**config.mk**
```make
export PLATFORM = sky130hd
export DESIGN_NAME = ivt_channel
export DESIGN_NICKNAME = d
export VERILOG_FILES = /design/src/rtl/ivt_pkg.sv /design/src/rtl/ivt_ctrl.sv /design/src/rtl/ivt_core.sv /design/src/rtl/ivt_rdpath.sv /design/src/rtl/ivt_channel.sv
export SDC_FILE = /design/constraint.sdc
export NUM_CORES = 1
export LEC_CHECK = 0
export BUFFER_PORTS_ARGS = -buffer_cell sky130_fd_sc_hd__buf_2
export CAP_MARGIN = 20
export CORE_UTILIZATION = 35
export DETAILED_ROUTE_END_ITERATION = 10
export PLACE_DENSITY_LB_ADDON = 0.1
export SYNTH_ARGS = -nofsm -noshare
export SYNTH_HDL_FRONTEND = slang
export SYNTH_SLANG_ARGS = --single-unit
```
**constraint.sdc**
```tcl
create_clock -name clk -period 9.45 [get_ports clk]
set_input_delay 0.4725 -clock clk [delete_from_list [all_inputs] [get_ports clk]]
set_output_delay 0.4725 -clock clk [all_outputs]
set_load 0.05 [all_outputs]
```
**src/rtl/ivt_pkg.sv**
```systemverilog
package ivt_pkg;

    typedef enum logic [1:0] {
        ACC_NONE = 2'b00,
        ACC_LO   = 2'b01,
        ACC_HI   = 2'b10,
        ACC_BOTH = 2'b11
    } acc_e;

    typedef enum logic [2:0] {
        MD_TERM    = 3'd0,
        MD_ONESHOT = 3'd1,
        MD_RATE    = 3'd2,
        MD_SQUARE  = 3'd3,
        MD_SWSTB   = 3'd4,
        MD_HWSTB   = 3'd5
    } mode_e;

    typedef enum logic [1:0] {
        CS_IDLE,
        CS_RUN,
        CS_TERM,
        CS_DONE
    } cnt_st_e;

    typedef enum logic { WS_LOW, WS_HIGH } wr_st_e;
    typedef enum logic { RS_LOW, RS_HIGH } rd_st_e;

    // Codes 110 and 111 fold onto the rate generator and square wave.
    function automatic mode_e decode_mode(input logic [2:0] m);
        if (m[1]) return mode_e'({1'b0, m[1:0]});
        return mode_e'(m);
    endfunction

endpackage

```
**src/rtl/ivt_ctrl.sv**
```systemverilog
module ivt_ctrl
    import ivt_pkg::*;
#(
    parameter int BYTE_W = 8,
    localparam int CNT_W = 2 * BYTE_W
) (
    input  logic              clk,
    input  logic              rst_n,
    input  logic              ctl_we,
    input  logic              dat_we,
    input  logic [BYTE_W-1:0] wdata,
    output logic [5:0]        ctl_bits,
    output acc_e              acc,
    output mode_e             mode,
    output logic              load,
    output logic [CNT_W:0]    ld_val
);

    wr_st_e            ws, ws_n;
    logic [5:0]        ctl_q;
    logic [BYTE_W-1:0] lo_q, lo_n;
    logic [CNT_W-1:0]  raw;

    assign ctl_bits = ctl_q;
    assign acc      = acc_e'(ctl_q[5:4]);
    assign mode     = decode_mode(ctl_q[3:1]);

    // State register
    always_ff @(posedge clk) begin
        if (!rst_n) begin
            ws    <= WS_LOW;
            ctl_q <= '0;
            lo_q  <= '0;
        end else begin
            ws   <= ws_n;
            lo_q <= lo_n;
            if (ctl_we) ctl_q <= wdata[5:0];
        end
    end

    // Next state and load decode
    always_comb begin
        ws_n = ws;
        lo_n = lo_q;
        load = 1'b0;
        raw  = '0;
        if (ctl_we) begin
            ws_n = WS_LOW;
        end else if (dat_we) begin
            unique case (acc)
                ACC_LO: begin
                    raw  = {{BYTE_W{1'b0}}, wdata};
                    load = 1'b1;
                end
                ACC_HI: begin
                    raw  = {wdata, {BYTE_W{1'b0}}};
                    load = 1'b1;
                end
                ACC_BOTH: begin
                    unique case (ws)
                        WS_LOW: begin
                            lo_n = wdata;
                            ws_n = WS_HIGH;
                        end
                        WS_HIGH: begin
                            raw  = {wdata, lo_q};
                            load = 1'b1;
                            ws_n = WS_LOW;
                        end
                        default: ws_n = WS_LOW;
                    endcase
                end
                default: ;
            endcase
        end
    end

    // A loaded zero stands for the full range.
    assign ld_val = (raw == '0) ? (CNT_W + 1)'(1) << CNT_W : {1'b0, raw};

    p_high_wait_both_r3: assert property (@(posedge clk) disable iff (!rst_n)
        (ws == WS_HIGH) |-> (acc == ACC_BOTH));

    p_ctl_resets_toggle_r2: assert property (@(posedge clk) disable iff (!rst_n)
        ctl_we |=> (ws == WS_LOW));

endmodule

```
**src/rtl/ivt_core.sv**
```systemverilog
module ivt_core
    import ivt_pkg::*;
#(
    parameter int CNT_W = 16,
    localparam int NV_W = CNT_W + 1
) (
    input  logic             clk,
    input  logic             rst_n,
    input  logic             clear,
    input  logic             load,
    input  logic [CNT_W:0]   ld_val,
    input  mode_e            mode,
    input  logic             tick,
    input  logic             gate,
    output logic             out,
    output logic             armed,
    output logic [CNT_W-1:0] value
);

    cnt_st_e         st, st_n;
    logic [CNT_W:0]  c, c_n, nv, nv_n, ph, ph_n, half;
    logic            pl, pl_n, gate_q, rise, retrig;

    assign rise   = gate & ~gate_q;
    assign retrig = (mode == MD_ONESHOT) || (mode == MD_RATE) ||
                    (mode == MD_SQUARE)  || (mode == MD_HWSTB);
    assign half   = (nv + NV_W'(1)) >> 1;

    // State register
    always_ff @(posedge clk) begin
        if (!rst_n) begin
            st     <= CS_IDLE;
            c      <= '0;
            nv     <= '0;
            ph     <= '0;
            pl     <= 1'b0;
            gate_q <= 1'b0;
        end else begin
            st     <= st_n;
            c      <= c_n;
            nv     <= nv_n;
            ph     <= ph_n;
            pl     <= pl_n;
            gate_q <= gate;
        end
    end

    // Next state: clear, then load, then gate restart, then tick.
    always_comb begin
        st_n = st;
        c_n  = c;
        nv_n = nv;
        ph_n = ph;
        pl_n = pl;
        if (clear) begin
            st_n = CS_IDLE;
            c_n  = '0;
            ph_n = '0;
            pl_n = 1'b0;
        end else if (load) begin
            st_n = CS_RUN;
            nv_n = ld_val;
            c_n  = ld_val;
            ph_n = '0;
            pl_n = 1'b0;
        end else if (rise && retrig && (st != CS_IDLE)) begin
            st_n = CS_RUN;
            c_n  = nv;
            ph_n = '0;
            pl_n = 1'b0;
        end else if (tick) begin
            unique case (st)
                CS_RUN: begin
                    unique case (mode)
                        MD_RATE: begin
                            pl_n = (c == NV_W'(1));
                            c_n  = (c == NV_W'(1)) ? nv : c - NV_W'(1);
                        end
                        MD_SQUARE: begin
                            c_n  = (c > NV_W'(2)) ? c - NV_W'(2) : c - NV_W'(2) + nv;
                            ph_n = (ph == nv - NV_W'(1)) ? '0 : ph + NV_W'(1);
                        end
                        default: begin
                            c_n = c - NV_W'(1);
                            if (c == NV_W'(1)) st_n = CS_TERM;
                        end
                    endcase
                end
                CS_TERM: st_n = CS_DONE;
                default: ;
            endcase
        end
    end

    // Outputs
    always_comb begin
        out = 1'b0;
        unique case (st)
            CS_RUN: begin
                unique case (mode)
                    MD_ONESHOT: out = 1'b1;
                    MD_RATE:    out = pl;
                    MD_SQUARE:  out = (ph < half);
                    default:    out = 1'b0;
                endcase
            end
            CS_TERM: out = (mode != MD_ONESHOT);
            CS_DONE: out = (mode == MD_TERM);
            default: out = 1'b0;
        endcase
    end

    assign armed = (st != CS_IDLE);
    assign value = c[CNT_W-1:0];

    p_idle_quiet_r2: assert property (@(posedge clk) disable iff (!rst_n)
        (st == CS_IDLE) |-> (value == '0 && !out));

    p_term_holds_r4: assert property (@(posedge clk) disable iff (!rst_n)
        (mode == MD_TERM && out && !clear && !load) |=> out);

    p_pulse_one_tick_r7: assert property (@(posedge clk) disable iff (!rst_n)
        (mode == MD_RATE && pl && tick && c != NV_W'(1) && !clear && !load && !rise) |=> !pl);

    p_no_tick_stable_r13: assert property (@(posedge clk) disable iff (!rst_n)
        (!tick && !clear && !load && !rise) |=> $stable(c));

    p_count_bound_r3: assert property (@(posedge clk) disable iff (!rst_n)
        armed |-> (c <= nv));

endmodule

```
**src/rtl/ivt_rdpath.sv**
```systemverilog
module ivt_rdpath
    import ivt_pkg::*;
#(
    parameter int BYTE_W = 8,
    localparam int CNT_W = 2 * BYTE_W
) (
    input  logic              clk,
    input  logic              rst_n,
    input  logic              clear,
    input  acc_e              acc,
    input  logic [5:0]        ctl_bits,
    input  logic [CNT_W-1:0]  live,
    input  logic              out_lvl,
    input  logic              armed,
    input  logic              latch_cnt,
    input  logic              latch_sts,
    input  logic              dat_re,
    output logic [BYTE_W-1:0] rdata
);

    rd_st_e            rs, rs_n;
    logic              hold, hold_n, sts_v, sts_v_n;
    logic [CNT_W-1:0]  hv, hv_n, sel;
    logic [BYTE_W-1:0] sts, sts_n;

    // State register
    always_ff @(posedge clk) begin
        if (!rst_n) begin
            rs    <= RS_LOW;
            hold  <= 1'b0;
            hv    <= '0;
            sts_v <= 1'b0;
            sts   <= '0;
        end else begin
            rs    <= rs_n;
            hold  <= hold_n;
            hv    <= hv_n;
            sts_v <= sts_v_n;
            sts   <= sts_n;
        end
    end

    // Next state: a read is consumed first, then the latch pulses apply.
    always_comb begin
        rs_n    = rs;
        hold_n  = hold;
        hv_n    = hv;
        sts_v_n = sts_v;
        sts_n   = sts;
        if (clear) begin
            rs_n   = RS_LOW;
            hold_n = 1'b0;
        end else begin
            if (dat_re) begin
                if (sts_v) begin
                    sts_v_n = 1'b0;
                end else begin
                    unique case (acc)
                        ACC_LO, ACC_HI: hold_n = 1'b0;
                        ACC_BOTH: begin
                            unique case (rs)
                                RS_LOW:  rs_n = RS_HIGH;
                                RS_HIGH: begin
                                    rs_n   = RS_LOW;
                                    hold_n = 1'b0;
                                end
                                default: rs_n = RS_LOW;
                            endcase
                        end
                        default: ;
                    endcase
                end
            end
            if (latch_cnt && !hold) begin
                hv_n   = live;
                hold_n = 1'b1;
                rs_n   = RS_LOW;
            end
            if (latch_sts) begin
                sts_n   = BYTE_W'({out_lvl, ~armed, ctl_bits});
                sts_v_n = 1'b1;
            end
        end
    end

    // Output byte select
    always_comb begin
        sel = hold ? hv : live;
        if (sts_v) begin
            rdata = sts;
        end else begin
            unique case (acc)
                ACC_LO:   rdata = sel[BYTE_W-1:0];
                ACC_HI:   rdata = sel[CNT_W-1:BYTE_W];
                ACC_BOTH: rdata = (rs == RS_LOW) ? sel[BYTE_W-1:0] : sel[CNT_W-1:BYTE_W];
                default:  rdata = '0;
            endcase
        end
    end

    p_latch_ignored_r10: assert property (@(posedge clk) disable iff (!rst_n)
        (hold && latch_cnt && !dat_re && !clear) |=> (hold && $stable(hv)));

    p_status_once_r11: assert property (@(posedge clk) disable iff (!rst_n)
        (sts_v && dat_re && !latch_sts && !clear) |=> !sts_v);

    p_status_keeps_toggle_r11: assert property (@(posedge clk) disable iff (!rst_n)
        (sts_v && dat_re && !latch_cnt && !clear) |=> $stable(rs));

endmodule

```
**src/rtl/ivt_channel.sv**
```systemverilog
module ivt_channel
    import ivt_pkg::*;
#(
    parameter int BYTE_W = 8,
    localparam int CNT_W = 2 * BYTE_W
) (
    input  logic              clk,
    input  logic              rst_n,
    input  logic              ctl_we,
    input  logic              dat_we,
    input  logic [BYTE_W-1:0] wdata,
    input  logic              dat_re,
    output logic [BYTE_W-1:0] rdata,
    input  logic              latch_cnt,
    input  logic              latch_sts,
    input  logic              gate,
    input  logic              tick_en,
    output logic              out
);

    logic [5:0]       ctl_bits;
    acc_e             acc;
    mode_e            mode;
    logic             load, armed;
    logic [CNT_W:0]   ld_val;
    logic [CNT_W-1:0] value;

    ivt_ctrl #(.BYTE_W(BYTE_W)) u_ctrl (
        .clk      (clk),
        .rst_n    (rst_n),
        .ctl_we   (ctl_we),
        .dat_we   (dat_we),
        .wdata    (wdata),
        .ctl_bits (ctl_bits),
        .acc      (acc),
        .mode     (mode),
        .load     (load),
        .ld_val   (ld_val)
    );

    ivt_core #(.CNT_W(CNT_W)) u_core (
        .clk    (clk),
        .rst_n  (rst_n),
        .clear  (ctl_we),
        .load   (load),
        .ld_val (ld_val),
        .mode   (mode),
        .tick   (tick_en),
        .gate   (gate),
        .out    (out),
        .armed  (armed),
        .value  (value)
    );

    ivt_rdpath #(.BYTE_W(BYTE_W)) u_rd (
        .clk       (clk),
        .rst_n     (rst_n),
        .clear     (ctl_we),
        .acc       (acc),
        .ctl_bits  (ctl_bits),
        .live      (value),
        .out_lvl   (out),
        .armed     (armed),
        .latch_cnt (latch_cnt),
        .latch_sts (latch_sts),
        .dat_re    (dat_re),
        .rdata     (rdata)
    );

endmodule

```
==> impl_results.md, run 1 <==
- Synthesized net count: 1,054
- Critical Path RT: 8.98 ns
- Clock sinks: 97
- Buf/Inv on CP: 1
- Fraction of layout instances using a drive strength above 1: 7.45%
- Worst-skew pair later-pin latency: 0.37 ns
- Number of gates resized after cts: 0
- Placed cell count: roughly 1,200
- Cell family with most CP delay: simple AND/OR/NAND/NOR gates
- First-pass GRT wire length: around 40,000 µm
- Avg Cell Area, Syn: 7.84 µm²
- Tcrit/Tclk final: a little under half
- Max VDD drop: roughly 0.000085 V
- Chain of cells forming the critical path: nand3_1 > or3_1 > nor2_1 > xnor2_1 > ha_1 > a21o_1 > a211o_1 > nor4_1 > o21ai_0 > a21oi_1 > o21bai_1 > nand2_1 > buf_2
- GRT Total Usage: 23.7%
- Post-CTS Setup Bufs: 0
- Drt wl/cell: 21.1 µm
- RSZ-0062 raised after global routing: no
- YS warnings: 0
- Synth unique cells: 73
- Die area: around 23,000 µm²
- Syn Std Cell Area: 7750 µm²
- Critical Path AT: 3.87 ns
- DP Wirelength: 19,600 µm
- ANT cells: 0
- Placeable core region: 21,800 µm²
- Cells after Synth: between 900 and 1,000
- Max-cap violation count: 0
- Port Buffers: 25
- Slowest stage delay, CP: 0.73 ns
- R2R cell count: 12
- Pin count of the biggest net entering global routing: 60
- Nets@finish: 1,026
- Initial Util: a little over a third
- Max Transition Viols Final: 0
- R2r setup slk: roughly 5.5 ns
- Crit Path Category: reg2out
- # rows: 54
- Static Leak: about 3.1 nW
- Non-Filler Instances: 1,246
- Slew margin rel.: approximately a third
- Share of flip-flops with an asynchronous set or reset: 0%
- Synth Flop Type: dfxtp_1
- Layout area overhead: 7.05%
- Vias: just over 7,000
- ANT nets after route: 0
- 1st-pass router iterations: 5
- DIE HEIGHT: 151 µm
- GR Overflow Total: 0
- DP Area: 7990 µm²
- #FFs+latches synth: 97
- Initial drt markers: 559
- CP endpoint kind: output pin
- Final setup violating endpoints: 0
- Crit start category: register
- Pwr dens: between 100 and 150 nW/µm²
- Min-Delay Path Class: in2reg
- Layout Skew: 0.0108 ns
- Hold buffers post-CTS: 0
- Vias per inst: between 5 and 6
- Critical path fanouts, max: 10
- Layout Cell Area excl Fill: 8300 µm²
- Count of final hold-check violations: 0
- Total negative slack: 0 ns
- CTS tree: yes
- Filler Cell Count: between 2,000 and 2,500
- WP depth: 13
- Longest Clk Path Bufs: 2
- # H-tree levels: 3
- Worst-path clk slew: 0.08 ns
- Hold depth: 2
- Reg-to-Reg End: u_core.c[11]
- EDFF count, synth: 0
- Vias in the first global route: about 6,500
- Outcome: finished, final reports clean
- Tmin final: roughly 4.3 ns
- Ports: 26
- Root Driver: clkbuf_16
- Hold EP: u_core.gate_q
- DRC viols: 0
- Initial antenna violation count: 0
- Peak Freq: 230 MHz
- Slew @ Worst Pin: 1.02 ns
- RR Startpoint: u_core.c[5]
- Slowest CP cell: dfxtp_1
- Hold Crit Start: gate
- Final RePlAce weighted congestion: 0.882
- Die width: between 150 and 200 µm
- Seq/Total Area, Yosys: around a quarter
- TritonCTS buffer count: 9
- Routed Wire Length: 26,300 µm
-- power breakdown --
| part | switching [mW] | leakage, nW | internal (mW) |
|---|---|---|---|
| Combinational | 0.0796 | 2.16 | 0.0520 |
| Clock | 0.204 | 0.150 | 0.189 |
| Sequential | 0.0105 | 0.784 | 0.413 |
-- logic make-up (layout without fill, tap and decap cells) --
family          Yosys count  after routing  share of synthesized area, %
mux                      44             44                          5.74
flops                    97             97                          25.0
fa+ha+maj                48             48                          7.84
xor+xnor                 95             95                          10.7
simple gates            375            375                          23.9
buf+inv                  93             70                          4.87
compound gates          237            237                          21.8
-- worst max-delay path by stage --
stage | startpoint | end | slack [ns]
2_1_floorplan | u_core.c[4] | u_core.c[16] | 5.92
3_3_place_gp | u_core.nv[6] | out | 5.43
3_5_place_dp | u_core.nv[6] | out | 5.46
4_1_cts | u_core.nv[6] | out | 5.06
5_1_grt | u_core.nv[6] | out | 4.80
6_report | u_core.nv[6] | out | 5.11
-- layer usage --
layer / share of wire, % / global-route usage, %
met5: 0 / 0
met4: 2.3 / 8.10
met3: 6.4 / 3.43
met2: 41 / 33.5
met1: 50 / 36.0
-- cell type report --
class	instances	area, µm²	area share [%]
clock buffer	9	225	2.71
clock inverter	7	81.3	0.980
timing repair buffer	34	193	2.32
tap	280	350	4.22
multi-input combinational	799	5440	65.5
inverter	20	75.1	0.904
sequential	97	1940	23.4
-- placed cells by master, fill, tap and decap left out, types with 25 or more instances in the layout --
cell / instances
mux2i_1: 40
o21ai_0: 38
xor2_1: 40
nor2_1: 95
dfxtp_1: 97
nand2_1: 119
a21oi_1: 36
xnor2_1: 55
nor2b_1: 26
buf_2: 25
ha_1: 47
a21boi_0: 33
-- flip-flops by register name, indices dropped and copies added, names as in the netlist --
signal,count
u_core.c,17
u_core.nv,17
u_core.ph,17
u_rd.hv,16
u_ctrl.lo_q,8
u_rd.sts,8
u_ctrl.ctl_bits,6
u_core.st,2
u_core.gate_q,1
u_core.pl,1
u_ctrl.ws,1
u_rd.hold,1
u_rd.rs,1
u_rd.sts_v,1
-- synth_stat cells, types with 8 or more instances --
library cell	count	area share (%)
a211oi_1	9	0.87
a21boi_0	33	3.2
a21o_1	10	0.97
a21oi_1	36	2.3
a221oi_1	10	1.1
a22o_1	9	1.0
a22oi_1	8	0.77
a31oi_1	8	0.65
and3_1	10	0.81
buf_1	8	0.39
clkbuf_1	54	2.6
dfxtp_1	97	25
ha_1	47	7.6
inv_1	20	0.97
mux2i_1	40	5.2
nand2_1	119	5.8
nand3_1	23	1.5
nand4_1	12	0.97
nor2_1	95	4.6
nor2b_1	26	2.1
nor3_1	18	1.2
nor4_1	10	0.81
o211ai_1	14	1.4
o21ai_0	38	2.5
o22ai_1	9	0.73
or3_1	11	0.89
xnor2_1	55	6.2
xor2_1	40	4.5
-- stage by stage --
stage | power (mW) | util, % | setup slack (ns) | hold WS [ns]
2_1_floorplan | 0.524 | - | 5.92 | 0.436
3_3_place_gp | 0.564 | 36.7 | 5.43 | 0.453
3_5_place_dp | 0.563 | 36.7 | 5.46 | 0.452
4_1_cts | 0.955 | 38.1 | 5.06 | 0.325
5_1_grt | 0.984 | 38.2 | 4.80 | 0.337
6_report | 0.948 | 38.2 | 5.11 | 0.327
Note: power is estimated with default switching activity, not from simulation.
==> run 2: changes to the inputs <==
Clock period 9.45 ns to 4 ns, I/O delays scaled along.
==> impl_results.md, run 2 (synthesis results as in run 1) <==
- Outcome: finished, final reports clean
- Static Leak: 3.25 nW (+5.0%)
- Longest Clk Path Bufs: 2 (unchanged)
- Hold Slack: 0.0654 ns (-0.261 ns)
- Routed Wire Length: 26,100 µm (-0.96%)
- TritonCTS buffer count: 9 (unchanged)
- Clock sinks: 97 (unchanged)
- R2r setup slk: 0.40 ns (-5.07 ns)
- Combinational power share: 14.5% (+0.6 points)
- Port Buffers: 25 (unchanged)
- Fraction of layout instances using a drive strength above 1: 10.4% (+3.0 points)
- DP Wirelength: 20,100 µm (+2.8%)
- DIE HEIGHT: 151 µm (unchanged)
- First-pass GRT wire length: 40,100 µm (-0.34%)
- Worst-skew pair later-pin latency: 0.36 ns (about the same)
- Critical path fanouts, max: 8 (-2)
- Worst-path clk slew: 0.08 ns (about the same)
- Slowest CP cell: dfxtp_1
- Max Transition Viols Final: 0 (unchanged)
- R2R cell count: 11 (-1)
- Most common cell after layout, fill and taps aside: nand2_1
- Switch Pwr: 671 µW (+130%)
- Util after Layout: 39.2% (+1.0 points)
- CP endpoint kind: output pin
- Min-Delay Path Class: in2reg
- Ports: 26 (unchanged)
- Die width: 151 µm (unchanged)
- Chain of cells forming the critical path: nand3_1 > or3_1 > nor2_1 > xnor2_1 > ha_1 > a21o_1 > a211o_1 > nor4_1 > o21ai_0 > a21oi_1 > o21bai_1 > nand2_1 > buf_2
- Hold depth: 2 (unchanged)
- Routing usage on met3: 2.62% (-0.81 points)
- Grt peak-use layer: met1
- Reg power frac: 44.9% (+0.2 points)
- GRT Total Usage: 23.5% (-0.23 points)
- Nets@finish: 1,057 (+3.0%)
- ANT nets after route: 0 (unchanged)
- Power, Total: 2.22 mW (+130%)
- Slew @ Worst Pin: 1.00 ns (-0.0108 ns)
- Vias in the first global route: 6,763 (+3.7%)
- Vias: 7,253 (+1.5%)
- Switching share of power: 30.2% (-0.73 points)
- Count of final hold-check violations: 0 (unchanged)
- Initial drt markers: 634 (+13%)
- RSZ-0062 raised after global routing: no
- Crit Path Category: reg2out
- Max VDD drop: 0.000177 V (+110%)
- GR Overflow Total: 0 (unchanged)
- Root Driver: clkbuf_16
- Placeable core region: 21,800 µm² (unchanged)
- Tmin final: 3.75 ns
- Layout area overhead: 9.95%
- Slew margin rel.: 32.9% (+0.72 points)
- Post-CTS Setup Bufs: 0 (unchanged)
- Slowest stage delay, CP: 0.53 ns (-0.20 ns)
- # rows: 54 (unchanged)
- Initial Util: 35.6% (unchanged)
- ANT cells: 0 (unchanged)
- Total negative slack: 0 ns (unchanged)
- Vias per inst: 5.68 (-0.97%)
- GR Layer Usage met1: 35.7% (-0.30 points)
- Max-cap violation count: 0 (unchanged)
- Tcrit/Tclk final: 93.8%
- Critical Path RT: 3.80 ns (-5.18 ns)
- Number of gates resized after cts: 0 (unchanged)
- Hold EP: u_core.gate_q
- Layout Skew: 0.0109 ns (+0.0000804 ns)
- Critical Path AT: 3.55 ns (-0.32 ns)
- # H-tree levels: 3 (unchanged)
- 1st-pass router iterations: 5 (unchanged)
- Final setup violating endpoints: 0 (unchanged)
- RR Startpoint: u_core.c[4]
- Pin count of the biggest net entering global routing: 38 (-37%)
- Pwr dens: 260 nW/µm² (+130%)
- Top Registers: u_core.c: 17 flops, u_core.nv: 17 flops, u_core.ph: 17 flops
- Clk pwr share: 40.6% (-0.9 points)
- DRC viols: 0 (unchanged)
- Met2 usage: 34.0% (+0.53 points)
- Internal power: 1.55 mW (+140%)
- Crit start category: register
- Peak Freq: 266 MHz
- Reg-to-Reg End: u_core.c[13]
- Initial antenna violation count: 0 (unchanged)
- CTS tree: yes
- Final RePlAce weighted congestion: 0.934 (+5.9%)
- Drt wl/cell: 20.4 µm (-3.4%)
- Hold buffers post-CTS: 0 (unchanged)
- Hold Crit Start: gate
- Worst Setup SP: u_core.nv[1]
- Commonest non-fill, non-tap cells in the layout: 119 x nand2_1, 97 x dfxtp_1, 95 x nor2_1, 55 x xnor2_1, 47 x ha_1
- Die area: 22,800 µm² (unchanged)
run 2: changes by cell type in the layout (fill, tap and decap cells not counted), sizes merged:
cell | before | now
clkinvlp | 0 | 2
inv | 23 | 25
buf | 34 | 65
clkinv | 4 | 0
run 2: power by group through the flow:
stage	Sequential [mW]	Clock, mW	Combinational, mW
3_5_place_dp	1.02	0	0.316
4_1_cts	0.997	0.917	0.319
3_3_place_gp	1.02	0	0.318
5_1_grt	0.999	0.952	0.350
2_1_floorplan	1.00	0	0.234
6_report	0.996	0.901	0.321
run 2: cell type report:
type / instances / area [µm²]
clock inverters: 7 / 68.8
well taps: 280 / 350
fillers: 2294 / 13200
inverters: 20 / 75.1
repair buffers: 65 / 425
flip-flops and latches: 97 / 1940
clock buffers: 9 / 225
multi-input cells: 799 / 5440
run 2: worst max-delay path: cells and delay by family (launching register included):
family                   cells  cell delay, ns
AND/OR/NAND/NOR              5            1.13
flip-flops                   1            0.53
adder cells (fa/ha/maj)      1            0.27
AO/OA/AOI/OAI                5            0.89
buffers and inverters        1            0.25
XOR/XNOR                     1            0.14
run 2: layer usage:
layer	vias to the layer above	share of wire [%]
li1	3557	-
met1	3428	50
met2	227	42
met3	41	5.6
met4	0	2.5
met5	-	0
run 2: how the worst max path moves through the flow:
stage | slack (ns) | endpoint
floorplan | 0.47 | u_core.c[16]
detailed placement | 0.33 | u_core.c[16]
global placement | 0.41 | u_core.c[16]
CTS | 0.18 | out
global route | 0.02 | out
finish | 0.25 | out
run 2: per-stage QoR:
step                      std cells  instance area [µm²]  setup slack (ns)
after global routing           1277                 8530            0.0216
after floorplan                 989                 7750             0.467
after CTS                      1276                 8510             0.183
final                          1277                 8530             0.246
after global placement         1260                 8220             0.409
after detailed placement       1260                 8220             0.328
